--- config.mk ---
export PLATFORM = sky130hd
export DESIGN_NAME = cmpbr_unit
export DESIGN_NICKNAME = d
export VERILOG_FILES = /design/src/rtl/cmpbr_pkg.sv /design/src/rtl/cmpbr_operand.sv /design/src/rtl/cmpbr_flag_gen.sv /design/src/rtl/cmpbr_cond_eval.sv /design/src/rtl/cmpbr_unit.sv
export SDC_FILE = /design/constraint.sdc
export NUM_CORES = 1
export LEC_CHECK = 0
export ABC_CLOCK_PERIOD_IN_PS = 800
export BUFFER_PORTS_ARGS = -buffer_cell sky130_fd_sc_hd__buf_2
export CAP_MARGIN = 0
export CORE_MARGIN = 10
export CORE_UTILIZATION = 46
export DETAILED_ROUTE_END_ITERATION = 8
export PLACE_DENSITY = 0.76
export SLEW_MARGIN = 20
export SYNTH_ARGS = -nofsm -noshare
export SYNTH_HDL_FRONTEND = slang
export SYNTH_SLANG_ARGS = --single-unit
--- constraint.sdc ---
create_clock -name clk_i -period 0.8 [get_ports clk_i]
set_input_delay 0.04 -clock clk_i [delete_from_list [all_inputs] [get_ports clk_i]]
set_output_delay 0.04 -clock clk_i [all_outputs]
set_load 0.01 [all_outputs]
--- src/rtl/cmpbr_pkg.sv ---
package cmpbr_pkg;
  localparam int unsigned DATA_W  = 32;
  localparam int unsigned NUM_W   = 3;
  localparam int unsigned IMM_W   = 8;
  localparam int unsigned COND_W  = 4;

  typedef enum logic [1:0] {
    WID_8   = 2'd0,
    WID_16  = 2'd1,
    WID_32  = 2'd2,
    WID_32X = 2'd3
  } width_e;

  // cond_i[3:1]; cond_i[0] inverts
  typedef enum logic [2:0] {
    PAIR_OVF  = 3'd0,
    PAIR_BLW  = 3'd1,
    PAIR_EQ   = 3'd2,
    PAIR_BE   = 3'd3,
    PAIR_SGN  = 3'd4,
    PAIR_PAR  = 3'd5,
    PAIR_LT   = 3'd6,
    PAIR_LE   = 3'd7
  } pair_e;

  // bit4..bit0 = of, sf, zf, pf, cf
  typedef struct packed {
    logic of;
    logic sf;
    logic zf;
    logic pf;
    logic cf;
  } flags_t;
endpackage

--- src/rtl/cmpbr_operand.sv ---
module cmpbr_operand
  import cmpbr_pkg::*;
#(
  parameter int unsigned DW = DATA_W
) (
  input  logic [DW-1:0]  a_i,
  input  logic [DW-1:0]  b_i,
  input  width_e         width_i,
  input  logic           sext_i,
  output logic [DW-1:0]  a_o,
  output logic [DW-1:0]  b_o,
  output logic [DW-1:0]  mask_o,
  output logic [$clog2(DW)-1:0] msb_o
);
  localparam int unsigned IW = $clog2(DW);

  logic [DW-1:0] mask_tbl [NUM_W];
  logic [IW-1:0] msb_tbl  [NUM_W];

  for (genvar g = 0; g < NUM_W; g++) begin : g_tbl
    localparam int unsigned BITS = IMM_W << g;
    assign mask_tbl[g] = (BITS >= DW) ? {DW{1'b1}} : DW'((64'd1 << BITS) - 64'd1);
    assign msb_tbl[g]  = IW'(BITS - 1);
  end

  logic [1:0]    sel;
  logic [DW-1:0] b_ext;

  always_comb begin
    unique case (width_i)
      WID_8:   sel = 2'd0;
      WID_16:  sel = 2'd1;
      default: sel = 2'd2;
    endcase
    b_ext  = sext_i ? {{(DW-IMM_W){b_i[IMM_W-1]}}, b_i[IMM_W-1:0]} : b_i;
    mask_o = mask_tbl[sel];
    msb_o  = msb_tbl[sel];
    a_o    = a_i & mask_o;
    b_o    = b_ext & mask_o;
  end
endmodule

--- src/rtl/cmpbr_flag_gen.sv ---
module cmpbr_flag_gen
  import cmpbr_pkg::*;
#(
  parameter int unsigned DW = DATA_W
) (
  input  logic [DW-1:0]         a_i,
  input  logic [DW-1:0]         b_i,
  input  logic [DW-1:0]         mask_i,
  input  logic [$clog2(DW)-1:0] msb_i,
  input  logic                  is_test_i,
  output flags_t                flags_o
);
  logic [DW-1:0] diff;
  logic [DW-1:0] res;
  logic          top_r, top_a, top_b;

  always_comb begin
    diff  = (a_i - b_i) & mask_i;
    res   = is_test_i ? (a_i & b_i) : diff;
    top_r = res[msb_i];
    top_a = a_i[msb_i];
    top_b = b_i[msb_i];

    flags_o.zf = (res == '0);
    flags_o.sf = top_r;
    flags_o.pf = ~^res[IMM_W-1:0];
    flags_o.cf = !is_test_i && (a_i < b_i);
    // operands of unlike sign, result sign differs from minuend
    flags_o.of = !is_test_i && (top_a ^ top_b) && (top_r ^ top_a);
  end
endmodule

--- src/rtl/cmpbr_cond_eval.sv ---
module cmpbr_cond_eval
  import cmpbr_pkg::*;
(
  input  logic [COND_W-1:0] cond_i,
  input  flags_t            flags_i,
  output logic              take_o
);
  pair_e pair;
  logic  base;
  logic  lt;

  always_comb begin
    pair = pair_e'(cond_i[COND_W-1:1]);
    lt   = flags_i.sf ^ flags_i.of;
    unique case (pair)
      PAIR_OVF: base = flags_i.of;
      PAIR_BLW: base = flags_i.cf;
      PAIR_EQ:  base = flags_i.zf;
      PAIR_BE:  base = flags_i.cf | flags_i.zf;
      PAIR_SGN: base = flags_i.sf;
      PAIR_PAR: base = flags_i.pf;
      PAIR_LT:  base = lt;
      PAIR_LE:  base = lt | flags_i.zf;
      default:  base = 1'b0;
    endcase
    take_o = base ^ cond_i[0];
  end
endmodule

--- src/rtl/cmpbr_unit.sv ---
module cmpbr_unit
  import cmpbr_pkg::*;
(
  input  logic              clk_i,
  input  logic              rst_ni,
  input  logic [DATA_W-1:0] op_a_i,
  input  logic [DATA_W-1:0] op_b_i,
  input  logic [1:0]        width_i,
  input  logic              is_test_i,
  input  logic              sext_b_i,
  input  logic [COND_W-1:0] cond_i,
  input  logic [4:0]        cond_flags_i,
  output logic              zf_o,
  output logic              sf_o,
  output logic              cf_o,
  output logic              of_o,
  output logic              pf_o,
  output logic              take_o
);
  localparam int unsigned IW = $clog2(DATA_W);

  logic [DATA_W-1:0] a_m, b_m, mask;
  logic [IW-1:0]     msb;
  flags_t            flags_d, flags_q;
  logic              take_d, take_q;

  cmpbr_operand #(.DW(DATA_W)) u_operand (
    .a_i     (op_a_i),
    .b_i     (op_b_i),
    .width_i (width_e'(width_i)),
    .sext_i  (sext_b_i),
    .a_o     (a_m),
    .b_o     (b_m),
    .mask_o  (mask),
    .msb_o   (msb)
  );

  cmpbr_flag_gen #(.DW(DATA_W)) u_flag_gen (
    .a_i       (a_m),
    .b_i       (b_m),
    .mask_i    (mask),
    .msb_i     (msb),
    .is_test_i (is_test_i),
    .flags_o   (flags_d)
  );

  cmpbr_cond_eval u_cond_eval (
    .cond_i  (cond_i),
    .flags_i (flags_t'(cond_flags_i)),
    .take_o  (take_d)
  );

  always_ff @(posedge clk_i or negedge rst_ni) begin
    if (!rst_ni) begin
      flags_q <= '0;
      take_q  <= 1'b0;
    end else begin
      flags_q <= flags_d;
      take_q  <= take_d;
    end
  end

  assign zf_o   = flags_q.zf;
  assign sf_o   = flags_q.sf;
  assign cf_o   = flags_q.cf;
  assign of_o   = flags_q.of;
  assign pf_o   = flags_q.pf;
  assign take_o = take_q;
endmodule

## Yosys cells after proc, flatten, opt, wreduce, memory -nomap -nowiden

Cells that the tools add are included.

| operators by class | value |
|---|---|
| add/subtract/negate cells | 1 |
| magnitude comparators | 3 |
| equality and inequality tests | 8 |
| muxes and demuxes | 16 |
| bitwise gates (word level) | 11 |
| reduce and logical (&&, ||, !) cells | 8 |

Operators with widths:

| kind | count |
|---|---|
| bitwise AND 32 bit | 4 |
| 2-to-1 mux 32 bit | 4 |
| binary-select mux 32 bit (select 2 bit) | 1 |
| zero test 32 bit | 1 |
| < comparator 32 bit | 1 |
| subtractor 32 bit | 1 |
| binary-select mux 1 bit (select 5 bit) | 3 |
| == test 3 bit, second input constant | 4 |
| binary-select mux 5 bit (select 2 bit) | 1 |
| 2-to-1 mux 5 bit | 2 |
| case mux 1 bit (8 select lines) | 1 |
| XNOR reduction 8 bit | 1 |
| == test 3 x 2 -> 1 bit, second input constant | 2 |
| < comparator 5 x 6 -> 1 bit, second input constant | 1 |
| case mux 2 bit (2 select lines) | 1 |
| XOR 1 bit | 4 |
| == test 3 x 1 -> 1 bit, second input constant | 1 |
| greater-or-equal comparator 3 bit, second input constant | 1 |
| logical AND 1 bit | 3 |
| zero test 3 bit | 1 |
| 2-to-1 mux 1 bit | 3 |
| inverter 2 -> 3 bit | 1 |
| == test 2 x 1 -> 1 bit, second input constant | 1 |
| zero test 2 bit | 1 |
| other kinds (2) | 3 |

| storage, ports and cells | value |
|---|---|
| register bits after elaboration | 6 |
| bits of input ports | 79 |
| output and inout port bits | 6 |
| word-level logic and storage cells | 53 |

## Depth between registers and ports, before layout

Gate-level depths: netlist of the first run.

| depth | value |
|---|---|
| word-level depth | 14 |
| gate-level depth with buffers | 15 |
| mapped depth without buffers | 15 |

## By module

From an unflattened synthesis of the first run, not the netlist that was laid out.

| unflattened totals | value |
|---|---|
| cells, all modules | 678 |
| area total of the unflattened synthesis | 5026.1 um^2 |

Modules (own cells, without submodules):

| module | instances | cells an instance | area each (um^2) | seq. area each (um^2) |
|---|---|---|---|---|
| cmpbr_flag_gen | 1 | 524 | 3906.2 | 0.0 |
| cmpbr_operand | 1 | 136 | 890.9 | 0.0 |
| cmpbr_unit | 1 | 6 | 150.1 | 150.1 |
| cmpbr_cond_eval | 1 | 12 | 78.8 | 0.0 |

## Least setup slack after synthesis of the first run

OpenSTA, ideal clock, no wires.

| timing | value |
|---|---|
| kind | in2reg |
| start | in width_i[1] |
| end | reg flags_q, in the netlist zf_o |
| setup time | 0.082 ns |
| data arrival time | 2.931 ns |
| data required time | 0.718 ns |
| setup slack | -2.213 ns |
| stages | 14 |
| buffers on the path | 2 |
| cells stage by stage | inv_1 -> a21oi_1 -> clkbuf_1 -> o21ai_0 -> ha_1 -> buf_2 -> a21o_1 -> a221o_1 -> or4_1 -> nor4_2 -> nand3_1 -> nor4_2 -> nand4_1 -> a31oi_1 |

RTL lines:

| item | RTL line | text |
|---|---|---|
| start: declaration | cmpbr_unit.sv:8 | `input logic [1:0] width_i,` |
| end signal: assignment | cmpbr_unit.sv:58 | `flags_q <= flags_d;` |
| end: declaration | cmpbr_unit.sv:24 | `flags_t flags_d, flags_q;` |

==> results of run 1 <==
==> layer usage <==
| layer | vias to the layer above | part of all wire |
|---|---|---|
| li1 | 2356 | - |
| met1 | 2318 | 0.39 |
| met2 | 236 | 0.51 |
| met3 | 49 | 0.072 |
| met4 | 0 | 0.030 |
| met5 | - | 0 |
==> power groups by stage <==
stage               Combinational, mW  Clock (mW)  Sequential (mW)
detailed placement               4.65           0            0.380
finish                           5.88       0.490            0.387
CTS                              5.31       0.498            0.381
floorplan                        2.66           0            0.409
global route                     6.31       0.505            0.390
global placement                 4.55           0            0.378
==> registers in the layout, indices dropped and copies added, names as in the netlist <==
| register | count |
|---|---|
| zf_o | 1 |
| cf_o | 1 |
| sf_o | 1 |
| of_o | 1 |
| take_o | 1 |
| pf_o | 1 |
==> layout make-up <==
type	count	area [sq um]
clock buffer	3	41.3
fill	423	1030
tap	99	124
timing repair buffer	278	2050
inverter	45	179
multi-input combinational	431	3750
sequential	6	150
==> placed cells by master (no fill, tap or decap), types with 10 or more instances in the layout <==
| cell | synthesis | routed |
|---|---|---|
| a21oi_1 | 50 | 33 |
| and2_1 | 20 | 19 |
| o21ai_1 | 10 | 15 |
| buf_6 | 2 | 12 |
| o21a_1 | 11 | 11 |
| o21ai_0 | 43 | 18 |
| buf_4 | 0 | 181 |
| ha_4 | 0 | 13 |
| o21ai_2 | 0 | 16 |
| ha_1 | 68 | 49 |
| nand2_1 | 37 | 33 |
| inv_1 | 45 | 40 |
| a21oi_2 | 2 | 10 |
| nor2_1 | 30 | 27 |
| buf_2 | 3 | 75 |
==> kinds of logic after synthesis <==
| logic type | synth area share |
|---|---|
| XOR/XNOR | 0.0494 |
| AND/OR/NAND/NOR | 0.226 |
| flip-flops | 0.0427 |
| AO/OA/AOI/OAI | 0.332 |
| multiplexers | 0.0299 |
| adder cells (fa/ha/maj) | 0.248 |
| buffers and inverters | 0.0725 |
==> per-stage QoR <==
| step | setup WS, ps | area (sq um) | total power [mW] | setup TNS (ps) |
|---|---|---|---|---|
| after floorplan | -1660 | 3730 | 3.07 | -7750 |
| after CTS | -1770 | 6000 | 6.19 | -8090 |
| after global placement | -2190 | 5370 | 4.93 | -10190 |
| after detailed placement | -2370 | 5370 | 5.03 | -10750 |
| after global routing | -1990 | 6300 | 7.21 | -8800 |
| final | -1830 | 6300 | 6.76 | -8180 |
==> what timing repair did <==
item | 4_1_cts | 5_1_grt
gates resized for setup | 96 | 41
setup endpoints to repair | 7 | 9
hold buffers | 1 | 0
buffers inserted | 19 | 9
cloned | 1 | 0
pin swaps | 40 | 33
hold endpoints to repair | 6 | 0
==> how the worst min path moves through the flow <==
stage               from  endpoint
6_report       cond_i[0]    take_o
5_1_grt        cond_i[0]    take_o
4_1_cts        cond_i[0]    take_o
3_5_place_dp      rst_ni      cf_o
3_3_place_gp      rst_ni      sf_o
2_1_floorplan     rst_ni      cf_o
==> critical path, delay by kind of cell <==
| kind | cells | cell delay [ps] |
|---|---|---|
| AO/OA/AOI/OAI | 7 | 1330 |
| adder cells (fa/ha/maj) | 1 | 330 |
| buffers and inverters | 3 | 440 |
| multiplexers | 1 | 140 |
| AND/OR/NAND/NOR | 2 | 510 |
==> impl_metrics.yaml, run 1 <==
min_path:
  min_path_type: "in2reg"
  hold_depth: 2
synth:
  synth_common_cells: "ha_1, a21oi_1, inv_1"
  syn_area_per_cell_sq_um: 7.04
  ys.flop_type: "dfrtp_1"
  ys_ff_latch: 6
  yosysSeqAreaShare: 0.0427
  syn_area_sq_mm: 0.00352
  synth_nets: 648
  synthTopCellsByArea: "ha_1, a21oi_1, o21ai_0"
  postSynthCellCount: 500
  synth_top_area_share: 0.242
  async_flop_share: 1.00
  ys_warn_count: 0
  ys_types: 64
  synth_most_common_cell: "ha_1"
  synth_edf_count: 0
  synth_largest_area_cell: "ha_1"
detailed_routing:
  drt-initial-drc-count: 294
  via_per_inst: 5.75
  ant_nets: 0
  drt_first_pass_iters: 5
  drc: 0
  wl_um: 15600
  vias: 4959
  routedWlPerCell_um: 18.1
final_layout:
  finish.utilization: 0.859
  layout.nets: 913
  area_growth_pct: 79.0
  antennaDiodeCount: 0
  drive_gt1_frac: 0.516
  instances_no_fill: 862
pwr:
  p_sw_mw: 3.08
  cellLeakagePower_nw: 3.12
  powerDensity_mw_per_mm2: 1070
  pwr-share-clk: 0.073
  p_int_mw: 3.68
  p_seq_frac: 0.057
  p_comb_frac: 0.870
  swShare: 0.456
  ir_drop_v: 0.00118
job:
  max_cap_viol_count: 0
floorplanning:
  fp.dieH_um: 107
  rows: 31
  die_area_sq_mm: 0.0115
  io_pins: 85
  die_w_um: 107
  initial_utilization: 0.480
  core-area_sq_mm: 0.00733
global_route:
  grt_pass1_wl_um: 23700
  use_met3: 0.0455
  grt_use_met1: 0.281
  grtUsageMet2: 0.445
  grt_max_degree: 23
  antenna_found_initial: 0
  gr-total-overflow: 0
  top_usage_layer: "met2"
  grt_usage: 0.243
  grt_pass1_vias: 5189
critical_path:
  cp_max_fo: 8
  crit_start: "sext_b_i"
  slowest_stage: "nor4_1"
  cp-end-kind: "flip-flop"
  critPathLaunchType: "primary input"
  crit_path_max_incr_delay_ps: 380
  worstPathArrival_ps: 2790
  critPathRequiredTime_ps: 950
  cp_cell_sequence: "buf_12 -> a21oi_4 -> buf_12 -> o21ai_1 -> ha_2 -> buf_12 -> a211oi_2 -> a32o_2 -> o21ai_1 -> a211oi_1 -> mux2i_1 -> nor4_1 -> nand4_1 -> a31oi_1"
  crit_type: "in2reg"
  crit_top_cell: "buf_12"
  crit_path_end: "zf_o"
timing:
  fmax_ghz: 0.380
  hold_violations: 0
  slew_viol_final: 0
  maxSlewHeadroom: 0.669
  setup_slack_ps: -1830
  finalCritPeriodShare: 3.29
  worstMarginPinSlew_ps: 492
  worst_hold_slack_ps: 11.9
  finalCriticalPeriod_ps: 2630
  grt_setup_unrepaired: "true"
  finalSetupViolCount: 7
place:
  hpwl_um: 11400
  port-buffer-count: 84
  place_congestion: 1.00
  dp.cells: 829
clocking:
  cts_root_buffer: "clkbuf_8"
  cts_buffers: 3
  cts.path.max_buffers: 2
  tritoncts: "built"
  clkSlewWorstSetupHoldPaths_ps: 40
  h-tree-depth: 1
  clock_sinks: 6
status:
  violations: "setup timing"
  outcome: "complete, but fails checks"
Power figures use the tool's default switching activity.
==> run 2, diff against run 1 <==
- CORE_MARGIN: 10 -> 2
- SETUP_SLACK_MARGIN: unset -> 0.1
==> impl_metrics.yaml, run 2 (synthesis results as in run 1) <==
status:
  outcome: "complete, but fails checks"
  violations: "hold timing, setup timing"
final_layout:
  final_common_cell: "buf_4"
  drive_gt1_frac: 0.528
  mostFrequentLayoutCells: "buf_4, buf_2, ha_1"
  nFillCells: 381
  finish.utilization: 0.880
  area_growth_pct: 83.3
  multi_input_area_sq_mm: 0.00378
  regArea_sq_um: 150
  layout.nets: 929
pwr:
  p_seq_frac: 0.055
  pwr-share-clk: 0.070
  cellLeakagePower_nw: 3.22
  p_sw_mw: 3.21
  p_int_mw: 3.85
  powerDensity_mw_per_mm2: 1090
  p_comb_frac: 0.876
  swShare: 0.455
  ir_drop_v: 0.00106
detailed_routing:
  vias: 5121
  drc: 0
  ant_nets: 0
  drt-initial-drc-count: 267
  routedWlPerCell_um: 17.5
  via_per_inst: 5.83
  drt_first_pass_iters: 5
  wl_um: 15400
timing:
  slew_viol_final: 0
  finalCritPeriodShare: 3.29
  worst_hold_slack_ps: -2.67
  grt_setup_unrepaired: "true"
  hold_violations: 1
  fmax_ghz: 0.380
  finalSetupViolCount: 7
  finalCriticalPeriod_ps: 2630
  maxSlewHeadroom: 0.624
  setup_slack_ps: -1830
  worstMarginPinSlew_ps: 560
critical_path:
  crit_start: "sext_b_i"
  slowest_stage: "ha_1"
  crit_top_cell: "buf_12"
  critPathLaunchType: "primary input"
  cp_top_family: "compound AO/OA/AOI/OAI gates"
  cp_max_fo: 8
  crit_path_max_incr_delay_ps: 360
  crit_type: "in2reg"
  cp.buffers_inverters: 4
  cp_cell_sequence: "buf_12 -> buf_12 -> a21oi_4 -> buf_12 -> o21ai_1 -> ha_1 -> buf_4 -> nor2_1 -> o21ai_1 -> a21bo_2 -> o31a_1 -> o211ai_1 -> o211ai_1 -> nor4_2 -> nand4_1 -> a31oi_1"
  critPathRequiredTime_ps: 950
  worstPathArrival_ps: 2780
  cp-end-kind: "flip-flop"
min_path:
  min_path_type: "in2reg"
  hp-start: "cond_i[0]"
global_route:
  grt_pass1_wl_um: 22800
  grt_pass1_vias: 5047
  grt_use_met1: 0.396
  top_usage_layer: "met2"
  grt_usage: 0.329
  antenna_found_initial: 0
  grt_max_degree: 17
  gr-total-overflow: 0
  grtUsageMet2: 0.614
  use_met3: 0.0340
clocking:
  clock_sinks: 6
  postCtsHoldBufs: 1
  tritoncts: "built"
  cts.path.max_buffers: 2
  cts_buffers: 3
  cts_root_buffer: "clkbuf_8"
  clkSlewWorstSetupHoldPaths_ps: 50
  h-tree-depth: 1
floorplanning:
  rows: 31
  initial_utilization: 0.480
  io_pins: 85
  core-area_sq_mm: 0.00733
  die_w_um: 91.5
  fp.dieH_um: 91.5
  die_area_sq_mm: 0.00836
place:
  port-buffer-count: 84
  preCtsSetupSlack_ps: -2360
  hpwl_um: 10500
  place_congestion: 0.971
job:
  max_cap_viol_count: 0
## run 2: cell types whose count changed in the layout (fill, tap and decap cells not counted), sizes merged
cell   before  now
diode       0    1
buf       277  293
## run 2: area by class of cell
type	instances	area share
Multi-Input combinational cell	431	0.586
Sequential cell	6	0.0233
Tap cell	99	0.0192
Clock buffer	3	0.00640
Inverter	45	0.0285
Timing Repair Buffer	294	0.336
Antenna cell	1	0.000388
## run 2: per-stage QoR
step / cells / hold WS, ps / TNS, ps / cell area [sq um] / power, mW
after floorplan: 500 / -256 / -7750 / 3730 / 3.07
after global placement: 843 / -122 / -10430 / 5490 / 5.01
after detailed placement: 843 / -113 / -11000 / 5490 / 5.10
after CTS: 871 / -0.290 / -8040 / 6160 / 6.32
after global routing: 878 / -5.59 / -8890 / 6450 / 7.49
final: 879 / -2.67 / -8280 / 6450 / 7.06
## run 2: path summary, 6_finish.rpt
check                         end  depth (start not counted)
worst min-delay path       take_o                          2
max in group asynchronous    pf_o                          2
worst max-delay path         zf_o                         16
min in group asynchronous    of_o                          2
## run 2: what timing repair did
| item | 4_1_cts | 5_1_grt |
|---|---|---|
| setup buffers | 23 | 7 |
| gates cloned | 1 | 0 |
| pin swaps | 47 | 39 |
| endpoints found under the hold margin | 7 | 1 |
| gates resized for setup | 98 | 45 |
| setup endpoints to repair | 12 | 12 |
## run 2: layer usage
metal / routed length [um] / part of all wire / vias to the layer above
li1: - / - / 2386
met1: 6200 / 0.40 / 2447
met2: 7850 / 0.51 / 235
met3: 868 / 0.056 / 53
met4: 499 / 0.032 / 0
met5: 0 / 0 / -
## run 2: power groups by stage
stage                     clock (mW)  combinational (mW)  sequential, mW
after detailed placement           0                4.72           0.377
final                          0.492                6.18           0.386
after CTS                      0.509                5.44           0.375
after global routing           0.527                6.57           0.385
after floorplan                    0                2.66           0.409
after global placement             0                4.63           0.378
==> run 3, diff against run 2 <==
- CORE_UTILIZATION: 46 -> 56
- PLACE_DENSITY: 0.76 -> 0.89
==> impl_metrics.yaml, run 3 <==
status:
  outcome: "stopped before the end"
  haltStage: "clock tree synthesis (4_1_cts)"
  error: "[ERROR DPL-0038] Utilization greater than 100%, impossible to legalize"
synth:
  ys_types: 64
  synth_common_cells: "ha_1, a21oi_1, inv_1"
  syn_area_per_cell_sq_um: 7.04
  synth-xor-area-share: 0.0494
  yosys.area_share.simple: 0.226
  synth_top_family_by_area: "compound AO/OA/AOI/OAI gates"
  synth_largest_area_cell: "ha_1"
  ys_ff_latch: 6
  ys.flop_type: "dfrtp_1"
  async_flop_share: 1.00
  synth_most_common_cell: "ha_1"
  yosysSeqAreaShare: 0.0427
  synth_edf_count: 0
  ys_warn_count: 0
  synth_mux_area_frac: 0.0299
  synth_nets: 648
  synth_top_area_share: 0.242
  syn_area_sq_mm: 0.00352
  postSynthCellCount: 500
  synthTopCellsByArea: "ha_1, a21oi_1, o21ai_0"
  synth_fa_ha_area_frac: 0.248
  synth_compound_area_frac: 0.332
place:
  place_congestion: 1.06
  hpwl_um: 13000
  port-buffer-count: 84
clocking:
  cts.path.max_buffers: 2
  cts_resized: 92
  cts_root_buffer: "clkbuf_8"
  clock_sinks: 6
  cts_setup_buffers: 32
  cts_buffers: 3
  h-tree-depth: 1
  postCtsHoldBufs: 1
floorplanning:
  fp.dieH_um: 83.3
  die_w_um: 83.3
  initial_utilization: 0.587
  io_pins: 85
  rows: 28
## run 3: logic make-up after synthesis
group / Yosys count
xor gates and xnor gates: 19
adders and majority gates: 69
muxes: 10
buffers and inverters: 63
AOI/OAI and AO/OA: 181
DFF: 6
and+or+nand+nor: 152
## run 3: through the flow
stage	instances	setup TNS [ps]	util	worst slack, ps	cell area, sq um
3_3_place_gp	798	-10160	0.883	-2160	5290
2_1_floorplan	500	-7750	-	-1660	3730
3_5_place_dp	798	-11710	0.883	-2530	5290
==> run 4, diff against run 3 <==
- CORE_UTILIZATION: 56 -> 40
- PLACE_DENSITY: 0.89 -> unset
- PLACE_DENSITY_LB_ADDON: unset -> 0.15
- SETUP_SLACK_MARGIN: 0.1 -> unset
==> impl_metrics.yaml, run 4 (synthesis results as in run 1) <==
pwr:
  p_comb_frac: 0.871
  swShare: 0.442
  pwr-share-clk: 0.072
  ir_drop_v: 0.000775
  p_int_mw: 3.71
  powerDensity_mw_per_mm2: 1050
  p_seq_frac: 0.057
  p_sw_mw: 2.93
  cellLeakagePower_nw: 3.17
detailed_routing:
  wl_um: 13200
  drc: 0
  via_per_inst: 5.38
  drt_first_pass_iters: 5
  vias: 4725
  routedWlPerCell_um: 15.0
  ant_nets: 0
  drt-initial-drc-count: 234
final_layout:
  antennaDiodeCount: 0
  mostFrequentLayoutCells: "buf_4, buf_2, ha_1"
  layout.nets: 921
  drive_gt1_frac: 0.520
  finish.utilization: 0.732
  area_growth_pct: 79.6
  final_common_cell: "buf_4"
  design_area_sq_mm: 0.00632
global_route:
  grt_usage: 0.262
  use_met3: 0.0372
  grt_max_degree: 17
  grt_use_met1: 0.344
  grt_pass1_vias: 4679
  grt_pass1_wl_um: 21200
  grtUsageMet2: 0.466
  gr-total-overflow: 0
  top_usage_layer: "met2"
  antenna_found_initial: 0
floorplanning:
  core-area_sq_mm: 0.00864
  rows: 34
  die_w_um: 97.8
  fp.dieH_um: 97.8
  io_pins: 85
  initial_utilization: 0.407
  die_area_sq_mm: 0.00956
critical_path:
  crit_type: "in2reg"
  cp-end-kind: "flip-flop"
  critPathRequiredTime_ps: 950
  cp_max_fo: 8
  crit_path_end: "zf_o"
  critPathLaunchType: "primary input"
  crit_start: "op_b_i[7]"
  worstPathArrival_ps: 2780
status:
  outcome: "complete, but fails checks"
  violations: "setup timing"
place:
  hpwl_um: 10400
  place_congestion: 0.952
  port-buffer-count: 84
  place_area_sq_mm: 0.00546
timing:
  hold_violations: 0
  finalCritPeriodShare: 3.28
  setup_slack_ps: -1830
  fmax_ghz: 0.381
  grt_setup_unrepaired: "true"
  worst_hold_slack_ps: 6.38
  finalSetupViolCount: 7
  slew_viol_final: 0
  finalCriticalPeriod_ps: 2630
  maxSlewHeadroom: 0.602
  worstMarginPinSlew_ps: 592
clocking:
  tritoncts: "built"
  clkSlewWorstSetupHoldPaths_ps: 40
  cts.path.max_buffers: 2
  h-tree-depth: 1
  cts_root_buffer: "clkbuf_8"
  cts_buffers: 3
  clock_sinks: 6
job:
  max_cap_viol_count: 0
min_path:
  min_path_type: "in2reg"
## run 4: layout make-up
cell class	count	area, sq um
Multi-Input combinational cell	431	3710
Fill cell	694	2320
Timing Repair Buffer	286	2100
Inverter	45	184
Sequential cell	6	150
Tap cell	108	135
Clock buffer	3	41.3
## run 4: worst min path at each step
stage | start | to | slack, ps | cells after the start
after floorplan | rst_ni | cf_o | -260 | 0
after global placement | rst_ni | cf_o | -120 | 1
after detailed placement | rst_ni | cf_o | -120 | 1
after CTS | cond_i[0] | take_o | 7 | 2
after global routing | cond_i[0] | take_o | 20 | 2
final | cond_i[0] | take_o | 6 | 2
## run 4: layer usage
layer | vias up | share of wire
li1 | 2382 | -
met1 | 2195 | 0.44
met2 | 134 | 0.50
met3 | 14 | 0.053
met4 | 0 | 0.010
met5 | - | 0
## run 4: metrics by stage
stage	TNS, ps	cells	setup slack [ps]	total power, mW
final	-8000	879	-1830	6.64
after CTS	-7920	866	-1770	6.20
after global routing	-8680	879	-2010	7.13
after floorplan	-7750	500	-1660	3.07
after global placement	-10330	846	-2210	5.02
after detailed placement	-10620	846	-2240	5.09
## run 4: critical path, stage by stage
cell and delay (ps):
buf_8 80, inv_6 40, a21oi_4 200, buf_12 150, o21ai_2 60, ha_1 340
o21a_1 210, o2111ai_2 210, o2111ai_1 170, or4_1 540, nor4_2 180, nand3_1 120
nor4_2 150, nand4_1 130, a31oi_1 150
## run 4: repair_timing
| item | 4_1_cts | 5_1_grt |
|---|---|---|
| pin swaps | 47 | 34 |
| hold endpoints to repair | 6 | 0 |
| cloned | 1 | 0 |
| hold buffers | 1 | 0 |
| resized for setup | 84 | 41 |
| buffers inserted | 15 | 14 |
| setup endpoints to repair | 7 | 7 |
## run 4: power by group through the flow
stage                     Sequential (mW)  Clock (mW)  Combinational [mW]
after global placement              0.378           0                4.64
after floorplan                     0.409           0                2.66
after detailed placement            0.376           0                4.71
after global routing                0.381       0.509                6.24
after CTS                           0.375       0.488                5.34
final                               0.376       0.480                5.78
